--- src/rtl/motor_sup_pkg.sv ---
package motor_sup_pkg;
  typedef enum logic [1:0] {
    LVL_SAVE  = 2'd0,
    LVL_STBY  = 2'd1,
    LVL_DRIVE = 2'd2,
    LVL_TEST  = 2'd3
  } level_e;

  typedef enum logic [2:0] {
    ST_SAVE,
    ST_STBY,
    ST_BOOT,
    ST_RUN,
    ST_TEST,
    ST_UVLO
  } mode_e;
endpackage

--- src/rtl/sup_mode_fsm.sv ---
module sup_mode_fsm
  import motor_sup_pkg::*;
#(
  parameter int BOOT_CYC     = 960000,
  parameter int PULSE_W      = 500,
  parameter int PULSE_PERIOD = 25000
) (
  input  logic       clk,
  input  logic       rst,
  input  logic [1:0] level_i,
  input  logic       uv_i,
  output mode_e      mode_o,
  output logic       pulse_o
);
  localparam int TMAX = (BOOT_CYC > PULSE_PERIOD) ? BOOT_CYC : PULSE_PERIOD;
  localparam int TW   = $clog2(TMAX + 1);

  mode_e          state_q, state_d;
  logic [TW-1:0]  tmr_q;
  logic           armed_q;
  logic           boot_done;

  assign boot_done = (tmr_q == TW'(BOOT_CYC - 1));

  always_comb begin
    state_d = state_q;
    if (uv_i) begin
      state_d = ST_UVLO;
    end else begin
      case (state_q)
        ST_SAVE: if (level_i != LVL_SAVE) state_d = ST_STBY;
        ST_STBY: begin
          if (level_i == LVL_SAVE)       state_d = ST_SAVE;
          else if (level_i == LVL_DRIVE) state_d = armed_q ? ST_BOOT : ST_RUN;
          else if (level_i == LVL_TEST)  state_d = ST_TEST;
        end
        ST_BOOT: begin
          if (level_i == LVL_SAVE)      state_d = ST_SAVE;
          else if (level_i == LVL_STBY) state_d = ST_STBY;
          else if (boot_done)           state_d = (level_i == LVL_TEST) ? ST_TEST : ST_RUN;
        end
        ST_RUN, ST_TEST: begin
          if (level_i == LVL_SAVE)       state_d = ST_SAVE;
          else if (level_i == LVL_STBY)  state_d = ST_STBY;
          else if (level_i == LVL_TEST)  state_d = ST_TEST;
          else                           state_d = ST_RUN;
        end
        default: state_d = ST_STBY;
      endcase
    end
  end

  always_ff @(posedge clk) begin
    if (rst) begin
      state_q <= ST_SAVE;
      tmr_q   <= '0;
      armed_q <= 1'b0;
    end else begin
      state_q <= state_d;
      if (state_d != state_q)
        tmr_q <= '0;
      else if (state_q == ST_BOOT)
        tmr_q <= tmr_q + 1'b1;
      else if (state_q == ST_STBY)
        tmr_q <= (tmr_q == TW'(PULSE_PERIOD - 1)) ? '0 : tmr_q + 1'b1;
      else
        tmr_q <= '0;
      if (state_q == ST_SAVE && state_d == ST_STBY)
        armed_q <= 1'b1;
      else if (state_q == ST_BOOT && (state_d == ST_RUN || state_d == ST_TEST))
        armed_q <= 1'b0;
    end
  end

  assign mode_o  = state_q;
  assign pulse_o = (state_q == ST_STBY) && (tmr_q < TW'(PULSE_W));


  boot_armed_chk: assert property (@(posedge clk) disable iff (rst)
    (state_q == ST_BOOT) |-> armed_q);


  direct_run_chk: assert property (@(posedge clk) disable iff (rst)
    (state_q == ST_STBY && !armed_q && !uv_i && level_i == LVL_DRIVE) |=> (state_q == ST_RUN));


  uv_lock_chk: assert property (@(posedge clk) disable iff (rst)
    uv_i |=> (state_q == ST_UVLO));
endmodule

--- src/rtl/sup_stall_timer.sv ---
module sup_stall_timer
  import motor_sup_pkg::*;
#(
  parameter int STALL_CYC = 500000000
) (
  input  logic       clk,
  input  logic       rst,
  input  mode_e      mode_i,
  input  logic       en_i,
  input  logic       tsd_i,
  input  logic [2:0] hall_i,
  output logic       stall_o
);
  localparam int CW = $clog2(STALL_CYC + 1);

  logic [CW-1:0] cnt_q;
  logic          trip_q;
  logic [2:0]    hall_q;
  logic          hall_moved, driving, at_limit;

  assign hall_moved = (hall_i != hall_q);
  assign driving    = (mode_i == ST_RUN) || (mode_i == ST_TEST);
  assign at_limit   = (cnt_q == CW'(STALL_CYC - 1));

  always_ff @(posedge clk) begin
    if (rst) begin
      cnt_q  <= '0;
      trip_q <= 1'b0;
      hall_q <= '0;
    end else begin
      hall_q <= hall_i;
      if (mode_i == ST_SAVE || !en_i) begin
        cnt_q  <= '0;
        trip_q <= 1'b0;
      end else if (tsd_i) begin
        cnt_q  <= cnt_q;
      end else if (trip_q) begin
        if (at_limit) begin
          trip_q <= 1'b0;
          cnt_q  <= '0;
        end else begin
          cnt_q  <= cnt_q + 1'b1;
        end
      end else if (hall_moved) begin
        cnt_q  <= '0;
      end else if (driving) begin
        if (at_limit) begin
          trip_q <= 1'b1;
          cnt_q  <= '0;
        end else begin
          cnt_q  <= cnt_q + 1'b1;
        end
      end
    end
  end

  assign stall_o = trip_q;


  save_clear_chk: assert property (@(posedge clk) disable iff (rst)
    (mode_i == ST_SAVE) |=> (!trip_q && cnt_q == '0));


  tsd_freeze_chk: assert property (@(posedge clk) disable iff (rst)
    (tsd_i && en_i && mode_i != ST_SAVE) |=> ($stable(cnt_q) && $stable(trip_q)));


  disable_chk: assert property (@(posedge clk) disable iff (rst)
    !en_i |=> !trip_q);
endmodule

--- src/rtl/sup_out_stage.sv ---
module sup_out_stage
  import motor_sup_pkg::*;
(
  input  logic  clk,
  input  logic  rst,
  input  mode_e mode_i,
  input  logic  pulse_i,
  input  logic  stall_i,
  input  logic  fault_n_i,
  input  logic  ot_n_i,
  output logic  hs_allow_o,
  output logic  ls_allow_o,
  output logic  ls_force_o,
  output logic  hall_bias_o,
  output logic  speed_hold_o,
  output logic  test_force_o
);
  logic gate_ok, hs_d, ls_d, force_d;

  assign gate_ok = fault_n_i && ot_n_i;

  always_comb begin
    hs_d    = 1'b0;
    ls_d    = 1'b0;
    force_d = 1'b0;
    case (mode_i)
      ST_STBY: force_d = pulse_i;
      ST_BOOT: force_d = 1'b1;
      ST_RUN, ST_TEST: begin
        hs_d = !stall_i;
        ls_d = 1'b1;
      end
      default: ;
    endcase
  end

  always_ff @(posedge clk) begin
    if (rst) begin
      hs_allow_o   <= 1'b0;
      ls_allow_o   <= 1'b0;
      ls_force_o   <= 1'b0;
      hall_bias_o  <= 1'b0;
      speed_hold_o <= 1'b1;
      test_force_o <= 1'b0;
    end else begin
      hs_allow_o   <= gate_ok && hs_d;
      ls_allow_o   <= gate_ok && ls_d;
      ls_force_o   <= gate_ok && force_d;
      hall_bias_o  <= (mode_i != ST_SAVE);
      speed_hold_o <= (mode_i == ST_SAVE);
      test_force_o <= (mode_i == ST_TEST);
    end
  end


  save_quiet_chk: assert property (@(posedge clk) disable iff (rst)
    (mode_i == ST_SAVE) |=> (!hall_bias_o && speed_hold_o && !hs_allow_o && !ls_allow_o && !ls_force_o));


  fault_gate_chk: assert property (@(posedge clk) disable iff (rst)
    (!fault_n_i || !ot_n_i) |=> (!hs_allow_o && !ls_allow_o && !ls_force_o));


  stall_hs_chk: assert property (@(posedge clk) disable iff (rst)
    stall_i |=> !hs_allow_o);


  test_flag_chk: assert property (@(posedge clk) disable iff (rst)
    (mode_i == ST_TEST) |=> test_force_o);
endmodule

--- src/rtl/motor_mode_supervisor.sv ---
module motor_mode_supervisor
  import motor_sup_pkg::*;
#(
  parameter int BOOT_CYC     = 960000,
  parameter int PULSE_W      = 500,
  parameter int PULSE_PERIOD = 25000,
  parameter int STALL_CYC    = 500000000
) (
  input  logic       clk,
  input  logic       rst,
  input  logic [1:0] level_i,
  input  logic       fault_n_i,
  input  logic       ot_n_i,
  input  logic       tsd_i,
  input  logic       uv_i,
  input  logic       stall_en_i,
  input  logic [2:0] hall_i,
  output logic       hs_allow_o,
  output logic       ls_allow_o,
  output logic       ls_force_o,
  output logic       hall_bias_o,
  output logic       speed_hold_o,
  output logic       test_force_o,
  output logic       stall_o
);
  mode_e mode;
  logic  pulse;
  logic  stall;

  sup_mode_fsm #(
    .BOOT_CYC    (BOOT_CYC),
    .PULSE_W     (PULSE_W),
    .PULSE_PERIOD(PULSE_PERIOD)
  ) u_fsm (
    .clk     (clk),
    .rst     (rst),
    .level_i (level_i),
    .uv_i    (uv_i),
    .mode_o  (mode),
    .pulse_o (pulse)
  );

  sup_stall_timer #(
    .STALL_CYC(STALL_CYC)
  ) u_stall (
    .clk     (clk),
    .rst     (rst),
    .mode_i  (mode),
    .en_i    (stall_en_i),
    .tsd_i   (tsd_i),
    .hall_i  (hall_i),
    .stall_o (stall)
  );

  sup_out_stage u_out (
    .clk          (clk),
    .rst          (rst),
    .mode_i       (mode),
    .pulse_i      (pulse),
    .stall_i      (stall),
    .fault_n_i    (fault_n_i),
    .ot_n_i       (ot_n_i),
    .hs_allow_o   (hs_allow_o),
    .ls_allow_o   (ls_allow_o),
    .ls_force_o   (ls_force_o),
    .hall_bias_o  (hall_bias_o),
    .speed_hold_o (speed_hold_o),
    .test_force_o (test_force_o)
  );

  assign stall_o = stall;
endmodule

--- config.mk ---
export PLATFORM = sky130hd
export DESIGN_NAME = motor_mode_supervisor
export DESIGN_NICKNAME = d
export VERILOG_FILES = /design/src/rtl/motor_sup_pkg.sv /design/src/rtl/sup_mode_fsm.sv /design/src/rtl/sup_stall_timer.sv /design/src/rtl/sup_out_stage.sv /design/src/rtl/motor_mode_supervisor.sv
export SDC_FILE = /design/constraint.sdc
export NUM_CORES = 1
export LEC_CHECK = 0
export BUFFER_PORTS_ARGS = -buffer_cell sky130_fd_sc_hd__buf_2
export CAP_MARGIN = 10
export CORE_ASPECT_RATIO = 0.9
export CORE_MARGIN = 5
export CORE_UTILIZATION = 35
export DETAILED_ROUTE_END_ITERATION = 7
export PLACE_DENSITY = 0.61
export SYNTH_ARGS = -nofsm -noshare
export SYNTH_HDL_FRONTEND = slang
export SYNTH_SLANG_ARGS = --single-unit
export TNS_END_PERCENT = 10
--- constraint.sdc ---
create_clock -name clk -period 2.2 [get_ports clk]
set_input_delay 0.22 -clock clk [delete_from_list [all_inputs] [get_ports clk]]
set_output_delay 0.22 -clock clk [all_outputs]
set_load 0.02 [all_outputs]
==> results of run 1 <==
## cell type report
| cell class | instances | area share [%] |
|---|---|---|
| inverters | 9 | 0.862 |
| clock inverters | 4 | 1.79 |
| multi-input cells | 271 | 49.2 |
| clock buffers | 11 | 3.61 |
| well taps | 122 | 3.89 |
| repair buffers | 45 | 8.42 |
| flip-flops and latches | 63 | 32.2 |
## synth_stat cells (6+ instances only)
| cell type | count | area share, % |
|---|---|---|
| xnor2_1 | 15 | 4.0 |
| a21oi_1 | 8 | 1.2 |
| inv_1 | 9 | 1.0 |
| nand4_1 | 16 | 3.1 |
| nor2_1 | 48 | 5.5 |
| nand3_1 | 25 | 3.8 |
| nor3_2 | 20 | 6.1 |
| nor3_1 | 10 | 1.5 |
| ha_1 | 6 | 2.3 |
| nand2_1 | 17 | 2.0 |
| xor2_1 | 33 | 8.9 |
| dfxtp_1 | 63 | 39 |
| and3_1 | 10 | 1.9 |
## worst reg2reg max path: cells and delay by family, from the launching register on
family | cells | cell delay (ps)
and+or+nand+nor | 5 | 1410
AOI/OAI and AO/OA | 1 | 160
DFF | 1 | 320
buffers and inverters | 1 | 190
## report_power, final
part,switching (mW),total (mW),internal [mW]
registers,0.0108,1.17,1.16
logic,0.143,0.241,0.0983
clock network,0.426,1.09,0.659
## cells by family after synthesis
kind of cell	count (synthesis)	share of synthesized area [%]
flip-flops	63	38.7
multiplexers	2	0.652
buffers and inverters	20	3.07
AND/OR/NAND/NOR	188	34.7
XOR/XNOR	48	12.9
adder cells (fa/ha/maj)	6	2.30
AO/OA/AOI/OAI	27	7.75
## repair_timing
action | CTS | global route
hold buffers | 0 | 0
setup buffers | 0 | 2
pin swaps | 0 | 2
gates resized for setup | 1 | 5
setup endpoints to repair | 6 | 50
## state kept, by name, indices dropped and copies added (netlist names)
register and cells:
u_fsm.mode_o 3, u_fsm.armed_q 1, u_stall.stall_o 1, u_out.speed_hold_o 1
u_out.hs_allow_o 1, u_out.hall_bias_o 1, u_stall.cnt_q 29, u_out.ls_allow_o 1
u_out.ls_force_o 1, u_fsm.tmr_q 20, u_out.test_force_o 1, u_stall.hall_q 3
## through the flow
stage / setup TNS [ps] / instance area, um2
finish: 0 / 3920
global placement: 0 / 3660
global route: -1230 / 3920
detailed placement: -1100 / 3660
floorplan: 0 / 3260
CTS: 0 / 3880
## per-layer routing
metal	global-route usage (%)	vias up	routed length, um
met2	20.2	55	3130
met4	5.61	0	104
li1	-	1339	-
met5	0	-	0
met1	17.2	1238	3410
met3	2.81	8	253
## path summary, 6_finish.rpt
| path | end | slack, ps |
|---|---|---|
| hold reg to reg | u_stall.cnt_q[1] | 480 |
| setup reg to reg | u_fsm.tmr_q[12] | 7 |
| setup / recovery | u_fsm.tmr_q[12] | 7 |
| hold / removal | u_stall.hall_q[0] | 120 |
==> run metrics, run 1 <==
overall die width=112 um; Final Cycle Share=between 90 and 100%; final wirelength=around 7000 um; max_cap viols=0; WS Path Type=register to register; Place WS=-71.9 ps; Hold Crit Class=input pin to register; synth unique cells=54; R2R cell count=7; worst flop-to-flop path startpoint=u_fsm.tmr_q[9]; crit path time final=2190 ps; Pre-Repair DR Iteration Count=4; PnR worst setup slack=between 7 and 8 ps; Most Frequent Cell on Critical Path=or4_4; register area=0.00126 mm2; layout filler cell count=about 880; crit path from=u_fsm.tmr_q[9]; Critical Path Start Type=register; Worst Hold Slack=124 ps; critical path required time=2420 ps; initial core utilization=a little over a third; final hold viol count=0; first-iteration detailed-routing DRC count=between 100 and 150; CP Capture Type=register; RSZ-0062 raised after global routing=true; Residual DRC=0; maximum clock rate=456 MHz; Row Count=33; Crit Path Max Fanout=20; Die ar.=0.0114 mm2; H-Tree Depth=3; clk buf depth=2; Final Max Slew Viols=0; Multi-input gate area=0.00193 mm2; WL/cell=13.1 um; endpoints failing setup=0; vias=2640; vias in the first global route=2494; Post-Syn Area=0.00326 mm2; Clock Skews=about 8.1 ps; critical path's slowest cell=or4_4; Finished Layout Cells=about 530; Pwr Density=636 mW/mm2; CP Buf/Inv Count=1; sequential area share after synthesis=roughly 39%; nets@finish=417; vias per inst=approximately 5.0; slew of the pin with the lowest slew margin=between 400 and 500 ps; cell family with most CP delay=simple AND/OR/NAND/NOR gates; outcome=complete, no violations; number of port buffers=18; gpl congestion=0.913; Slew Limit Headroom=68.7%; hold-critical path depth=2; Post-synth top flop=dfxtp_1; Root Buffer=clkbuf_8; most frequent cells in the layout=dfxtp_1, nor2_1, xor2_1, nand3_1, buf_4; DRT antenna net count=0; maximum VDD drop=~300 uV; post-layout util=43.0%; Avg Inst Size Synth=9.21 um2; Worst EP arrival=2410 ps; total gr overflow=0; total track usage=12.9%; Syn Nets=~370; clk slew on worst S/H paths=70 ps; # diodes=0; largest net degree at the start of global routing=23; dpl cells=a little over 500; CTS tree=built; Worst path max stage delay=550 ps; leakage power=1.38 nW; Cells after Synth=354; Layout area overhead=20.2%; WP depth=7; synth warn=0; EDFF count, synth=0; antenna violations before repair=0; Die H=just over 100 um; commonest non-fill, non-tap cell in the layout=dfxtp_1; Num CTS Buffers=9; Pwr Total=2.49 mW; Final HPWL DP=5060 um; min-delay src=hall_i[0]; worst path cell trace=or4_4 -> nor4_4 -> a31oi_2 -> or4_4 -> nand4_2 -> buf_12 -> nor3_2; IO Count=19; clock tree sinks=63; first-pass GRT wire length=12000 um; Core Area=0.00913 mm2; worst skew pair latency=~330 ps; #FFs+latches synth=63; ys async rst share=0%; share of layout cells above drive strength 1=25.3%
No activity file was read; power rests on OpenSTA's default activity.
==> inputs of run 2 (changes only) <==
- REMOVE_ABC_BUFFERS: unset -> 1
==> run 2 against run 1 <==
Die area stayed put. Highest routed layer unchanged. The run now ends with setup timing left. First-iteration DRC count is 44% higher. Power is 1.7% lower. Setup slack worse by 27 ps. Sequential cell count stayed put. Worst hold slack worse by 15 ps.
==> run metrics, run 2 (synthesis results as in run 1) <==
largest register by flop count=u_stall.cnt_q; leakage power=1.41 nW (+2.1%); Die H=102 um (unchanged); Place WS=-155 ps (-83.1 ps); Layout area overhead=21.6%; largest net degree at the start of global routing=30 (+30%); final hold viol count=0 (unchanged); IO Count=19 (unchanged); Root Buffer=clkbuf_8; Die ar.=0.0114 mm2 (unchanged); failing checks=setup timing; Crit Path Max Fanout=15 (-25%); Slew Limit Headroom=67.1% (-1.6 points); Most Frequent Cell on Critical Path=or4_4; antenna violations before repair=0 (unchanged); Worst EP arrival=2450 ps (+40 ps); vias per inst=5.08 (+0.93%); number of flip-flops under the largest register name=29 (unchanged); DRT antenna net count=0 (unchanged); min-delay src=hall_i[0]; FF-to-FF End=u_fsm.tmr_q[16]; Final Max Slew Viols=0 (unchanged); R2R cell count=7 (unchanged); RSZ-0062 raised after global routing=true; Row Count=33 (unchanged); critical path required time=2430 ps (about the same); Hold EP=u_stall.hall_q[0]; H-Tree Depth=3 (unchanged); worst flop-to-flop path startpoint=u_fsm.tmr_q[9]; crit path time final=2220 ps (+27.1 ps); Residual DRC=0 (unchanged); total track usage=12.8% (-0.14 points); CP Capture Type=register; gpl congestion=0.863 (-5.5%); total gr overflow=0 (unchanged); overall die width=112 um (unchanged); final wirelength=7030 um (+1.9%); clock tree sinks=63 (unchanged); layout filler cell count=901 (+2.0%); outcome=complete, but fails checks; vias=2690 (+1.9%); Core Area=0.00913 mm2 (unchanged); postcts setup bufs=0 (unchanged); clk buf depth=2 (unchanged); crit path from=u_fsm.tmr_q[9]; Pre-Repair DR Iteration Count=4 (unchanged); number of port buffers=18 (unchanged); dpl cells=514 (+1.2%); Final Cycle Share=101% (+1.2 points); Finished Layout Cells=530 (+0.95%); Hold Crit Class=input pin to register; Final HPWL DP=5080 um (+0.41%); clk slew on worst S/H paths=70 ps (about the same); critical path's slowest cell=or4_4; setup TNS=-207 ps (-207 ps); top flop regs=u_stall.cnt_q x29, u_fsm.tmr_q x20; worst path cell trace=or4_4 -> nor4_4 -> a31oi_2 -> or4_4 -> nand4_4 -> buf_12 -> nor3_2; first-pass GRT wire length=11800 um (-1.6%); R2R setup slack=-20 ps (-30 ps); initial core utilization=35.7% (unchanged); WL/cell=13.3 um (+0.95%); register area=0.00126 mm2 (about the same); WS Path Type=register to register; vias in the first global route=2537 (+1.7%); hold-critical path depth=2 (unchanged); endpoints failing setup=15 (+15); CTS tree=built; nets@finish=421 (+0.96%); Worst path max stage delay=550 ps (about the same); first-iteration detailed-routing DRC count=207 (+44%); Critical Path Start Type=register; share of layout cells above drive strength 1=27.0% (+1.7 points); Multi-input gate area=0.00194 mm2 (+0.71%); most frequent cells in the layout=dfxtp_1, nor2_1, xor2_1, buf_4, nand3_1; maximum VDD drop=452 uV (+52%); worst skew pair latency=340 ps (about the same); Num CTS Buffers=9 (unchanged); PnR worst setup slack=-19.9 ps (-27.1 ps); Clock Skews=7.29 ps (-0.760 ps); Pwr Density=618 mW/mm2 (-2.8%); maximum clock rate=450 MHz (-1.2%); max_cap viols=0 (unchanged); # diodes=0 (unchanged); slew of the pin with the lowest slew margin=492 ps (+23.2 ps); commonest non-fill, non-tap cell in the layout=dfxtp_1
run 2: cell types whose count changed in the layout (fill, tap and decap cells not counted):
cell        change
clkinvlp_4      +1
buf_4           +3
clkbuf_1        -1
clkinv_4        +1
o31ai_1         -1
clkbuf_8        +1
buf_6           +1
nand4_4         +1
nand4_2         -1
o31ai_2         +1
bufinv_16       -1
dfxtp_1         -1
dfxtp_2         +1
run 2: worst max-delay path by stage:
stage	end	depth (start not counted)
global placement	u_fsm.tmr_q[5]	10
floorplan	u_fsm.tmr_q[10]	6
finish	u_fsm.tmr_q[16]	7
CTS	u_fsm.tmr_q[11]	7
global route	u_fsm.tmr_q[16]	7
detailed placement	u_fsm.tmr_q[8]	10
run 2: routing by layer:
layer  share of wire (%)  up-vias  global-route usage, %  wire length, um
met5                   0        -                      0                0
met4                 1.5        0                   4.49              105
met3                 5.2       14                   4.00              366
met2                  45       63                   19.8             3170
met1                  48     1260                   16.9             3390
li1                    -     1353                      -                -
run 2: power by group:
part	switching [mW]	internal (mW)	total (mW)
sequential	0.0105	1.16	1.17
combinational	0.147	0.105	0.252
clock	0.451	0.582	1.03
total	0.608	1.84	2.45
run 2: cell type report:
cell class,instances,area share (%)
inverter,9,0.852
tap,122,3.85
clock inverter,5,1.42
timing repair buffer,49,9.18
clock buffer,11,3.82
multi-input combinational,271,49.0
sequential,63,31.9
run 2: repair_timing:
item	4_1_cts	5_1_grt
hold buffers	0	0
cloned	0	0
endpoints found under the hold margin	0	0
resized for setup	1	9
pin swaps	0	5
endpoints found under the setup margin	15	27
run 2: metrics by stage:
step                power (mW)  util [%]  hold WS, ps  instance area [um2]
finish                    2.45      43.5          109                 3970
global route              2.57      43.5          110                 3970
CTS                       2.47      42.9         96.4                 3920
detailed placement        1.43      40.6          467                 3710
global placement          1.43      40.6          459                 3710
floorplan                 1.32         -          292                 3200
run 2: critical path: cells and delay by family, from the launching register on:
family | cells | cell delay [ps]
AO/OA/AOI/OAI | 1 | 170
buffers and inverters | 1 | 170
flip-flops | 1 | 320
AND/OR/NAND/NOR | 5 | 1450
==> inputs of run 3 (changes only) <==
- CORE_UTILIZATION: 35 -> 50
- CTS_CLUSTER_DIAMETER: unset -> 30
- PLACE_DENSITY: 0.61 -> 0.78
- SETUP_SLACK_MARGIN: unset -> 0.3
==> run 3 against run 2 <==
The run still ends with setup timing left. Sequential power barely moved. Sequential share of layout area fell by 2.1 points. Global-route usage rose by 5.4 points. Cell count fell by 7.0%. Via count rose by 5.3%. Core utilization rose by 23 points. Fmax fell by 1.0%.
==> run metrics, run 3 (synthesis results as in run 1) <==
Crit Path Max Fanout=20 (+5); critical path's slowest cell=or3b_4; final wirelength=8180 um (+16%); leakage power=1.45 nW (+2.7%); Sw Pwr=609 uW (about the same); Slew Limit Headroom=64.9% (-2.2 points); failing checks=setup timing; vias=2832 (+5.3%); most frequent cells in the layout=dfxtp_1, nor2_1, xor2_1, buf_4, nor3_2; WL/cell=16.6 um (+25%); hold-critical path depth=3 (+1); overall die width=95.1 um (-15%); Hold Crit Class=input pin to register; CTS tree=built; Root Buffer=clkbuf_8; worst path cell trace=or3b_4 -> or4_4 -> a31oi_2 -> or4_1 -> nand4_2 -> buf_12 -> nor3b_2; worst skew pair latency=350 ps (about the same); clock tree sinks=63 (unchanged); share of layout cells above drive strength 1=40.9% (+14 points); Pre-Repair DR Iteration Count=5 (+1); antenna violations before repair=0 (unchanged); postcts setup bufs=0 (unchanged); number of flip-flops under the largest register name=29 (unchanged); Die H=86.6 um (-15%); Final Max Slew Viols=0 (unchanged); initial core utilization=50.6% (+15 points); crit path time final=2240 ps (+23.4 ps); final instance area=0.00429 mm2 (+8.0%); PnR worst setup slack=-43.3 ps (-23.4 ps); Num CTS Buffers=9 (unchanged); Layout area overhead=31.4%; # diodes=0 (unchanged); total gr overflow=0 (unchanged); final hold viol count=0 (unchanged); endpoints failing setup=20 (+5); Worst path max stage delay=430 ps (-120 ps); WS Path Type=register to register; vias in the first global route=2652 (+4.5%); number of port buffers=18 (unchanged); largest register by flop count=u_stall.cnt_q; slew of the pin with the lowest slew margin=525 ps (+32.1 ps); total track usage=18.1% (+5.4 points); Internal Power=1.68 mW (-8.9%); # hold bufs at CTS=0 (unchanged); Residual DRC=0 (unchanged); Final HPWL DP=5000 um (-1.5%); largest net degree at the start of global routing=30 (unchanged); Row Count=28 (-15%); clock network fraction of total power=37.6% (-4.5 points); setup TNS=-238 ps (-31.0 ps); post-layout util=66.5% (+23 points); commonest non-fill, non-tap cell in the layout=dfxtp_1; vias per inst=5.74 (+13%); critical path required time=2470 ps (+40 ps); Clock Skews=9.95 ps (+2.66 ps); nets@finish=417 (-0.95%); sequential power share=51.0% (+3.4 points); first-iteration detailed-routing DRC count=181 (-13%); Core Area=0.00645 mm2 (-29%); RSZ-0062 raised after global routing=true; maximum clock rate=446 MHz (-1.0%); max_cap viols=0 (unchanged); Worst Hold Slack=112 ps (+3.71 ps); Die ar.=0.00824 mm2 (-27%); H-Tree Depth=3 (unchanged); clk buf depth=2 (unchanged); first-pass GRT wire length=11800 um (+0.35%); DP Area=0.00364 mm2 (-1.9%); Pwr Density=534 mW/mm2 (-14%); Net Sw Frac=26.6% (+1.8 points); maximum VDD drop=283 uV (-37%); CP Capture Type=register; gpl congestion=0.924 (+7.1%); R2R cell count=7 (unchanged); DRT antenna net count=0 (unchanged); IO Count=19 (unchanged); Final Cycle Share=102% (+1.1 points); Critical Path Start Type=register; Comb pwr share=11.3% (+1.0 points); Worst EP arrival=2510 ps (+60 ps); outcome=complete, but fails checks; top flop regs=u_stall.cnt_q x29, u_fsm.tmr_q x20; clk slew on worst S/H paths=70 ps (about the same)
[run 3: cell types whose count changed in the layout (fill, tap and decap cells not counted), sizes merged]
cell,change
bufinv,-1
buf,-4
[run 3: worst max-delay path, delay by kind of cell (launching register included)]
kind	cells	cell delay, ps
compound gates	1	190
buf+inv	1	210
flops	1	390
simple gates	5	1360
[run 3: worst paths after layout]
check                             to       startpoint  slack [ps]
setup / recovery     u_fsm.tmr_q[10]  u_fsm.mode_o[1]         -40
hold / removal       u_stall.stall_o       stall_en_i         110
setup reg to reg     u_fsm.tmr_q[10]  u_fsm.mode_o[1]         -40
hold reg to reg   u_out.test_force_o  u_fsm.mode_o[0]         500
[run 3: area by class of cell]
class | instances | area (um2)
timing repair buffer | 45 | 338
inverter | 9 | 33.8
tap | 90 | 113
sequential | 63 | 1280
fill | 486 | 2160
clock buffer | 11 | 141
multi-input combinational | 271 | 2360
clock inverter | 4 | 22.5
[run 3: timing repair]
action | CTS | global route
pin swaps | 3 | 53
resized for setup | 10 | 92
setup endpoints to repair | 51 | 52
cloned | 0 | 0
[run 3: power groups by stage]
stage	clock network (mW)	registers (mW)	logic, mW
6_report	0.862	1.17	0.259
5_1_grt	0.923	1.17	0.278
3_3_place_gp	0	1.19	0.220
4_1_cts	0.876	1.17	0.236
3_5_place_dp	0	1.19	0.225
2_1_floorplan	0	1.20	0.118
[run 3: per-stage QoR]
stage | instances | setup WS (ps) | total power [mW]
floorplan | 343 | -274 | 1.32
global placement | 478 | -7.61 | 1.41
detailed placement | 478 | -114 | 1.42
CTS | 493 | -10.8 | 2.28
global route | 493 | -102 | 2.37
finish | 493 | -43.3 | 2.29
[run 3: metal layers]
layer  track usage, %  vias up  wire, um
met5                0        -         0
met4             5.11        0       233
met3             5.73       19       444
met2             30.5       97      4150
met1             22.2     1371      3350
li1                 -     1345         -
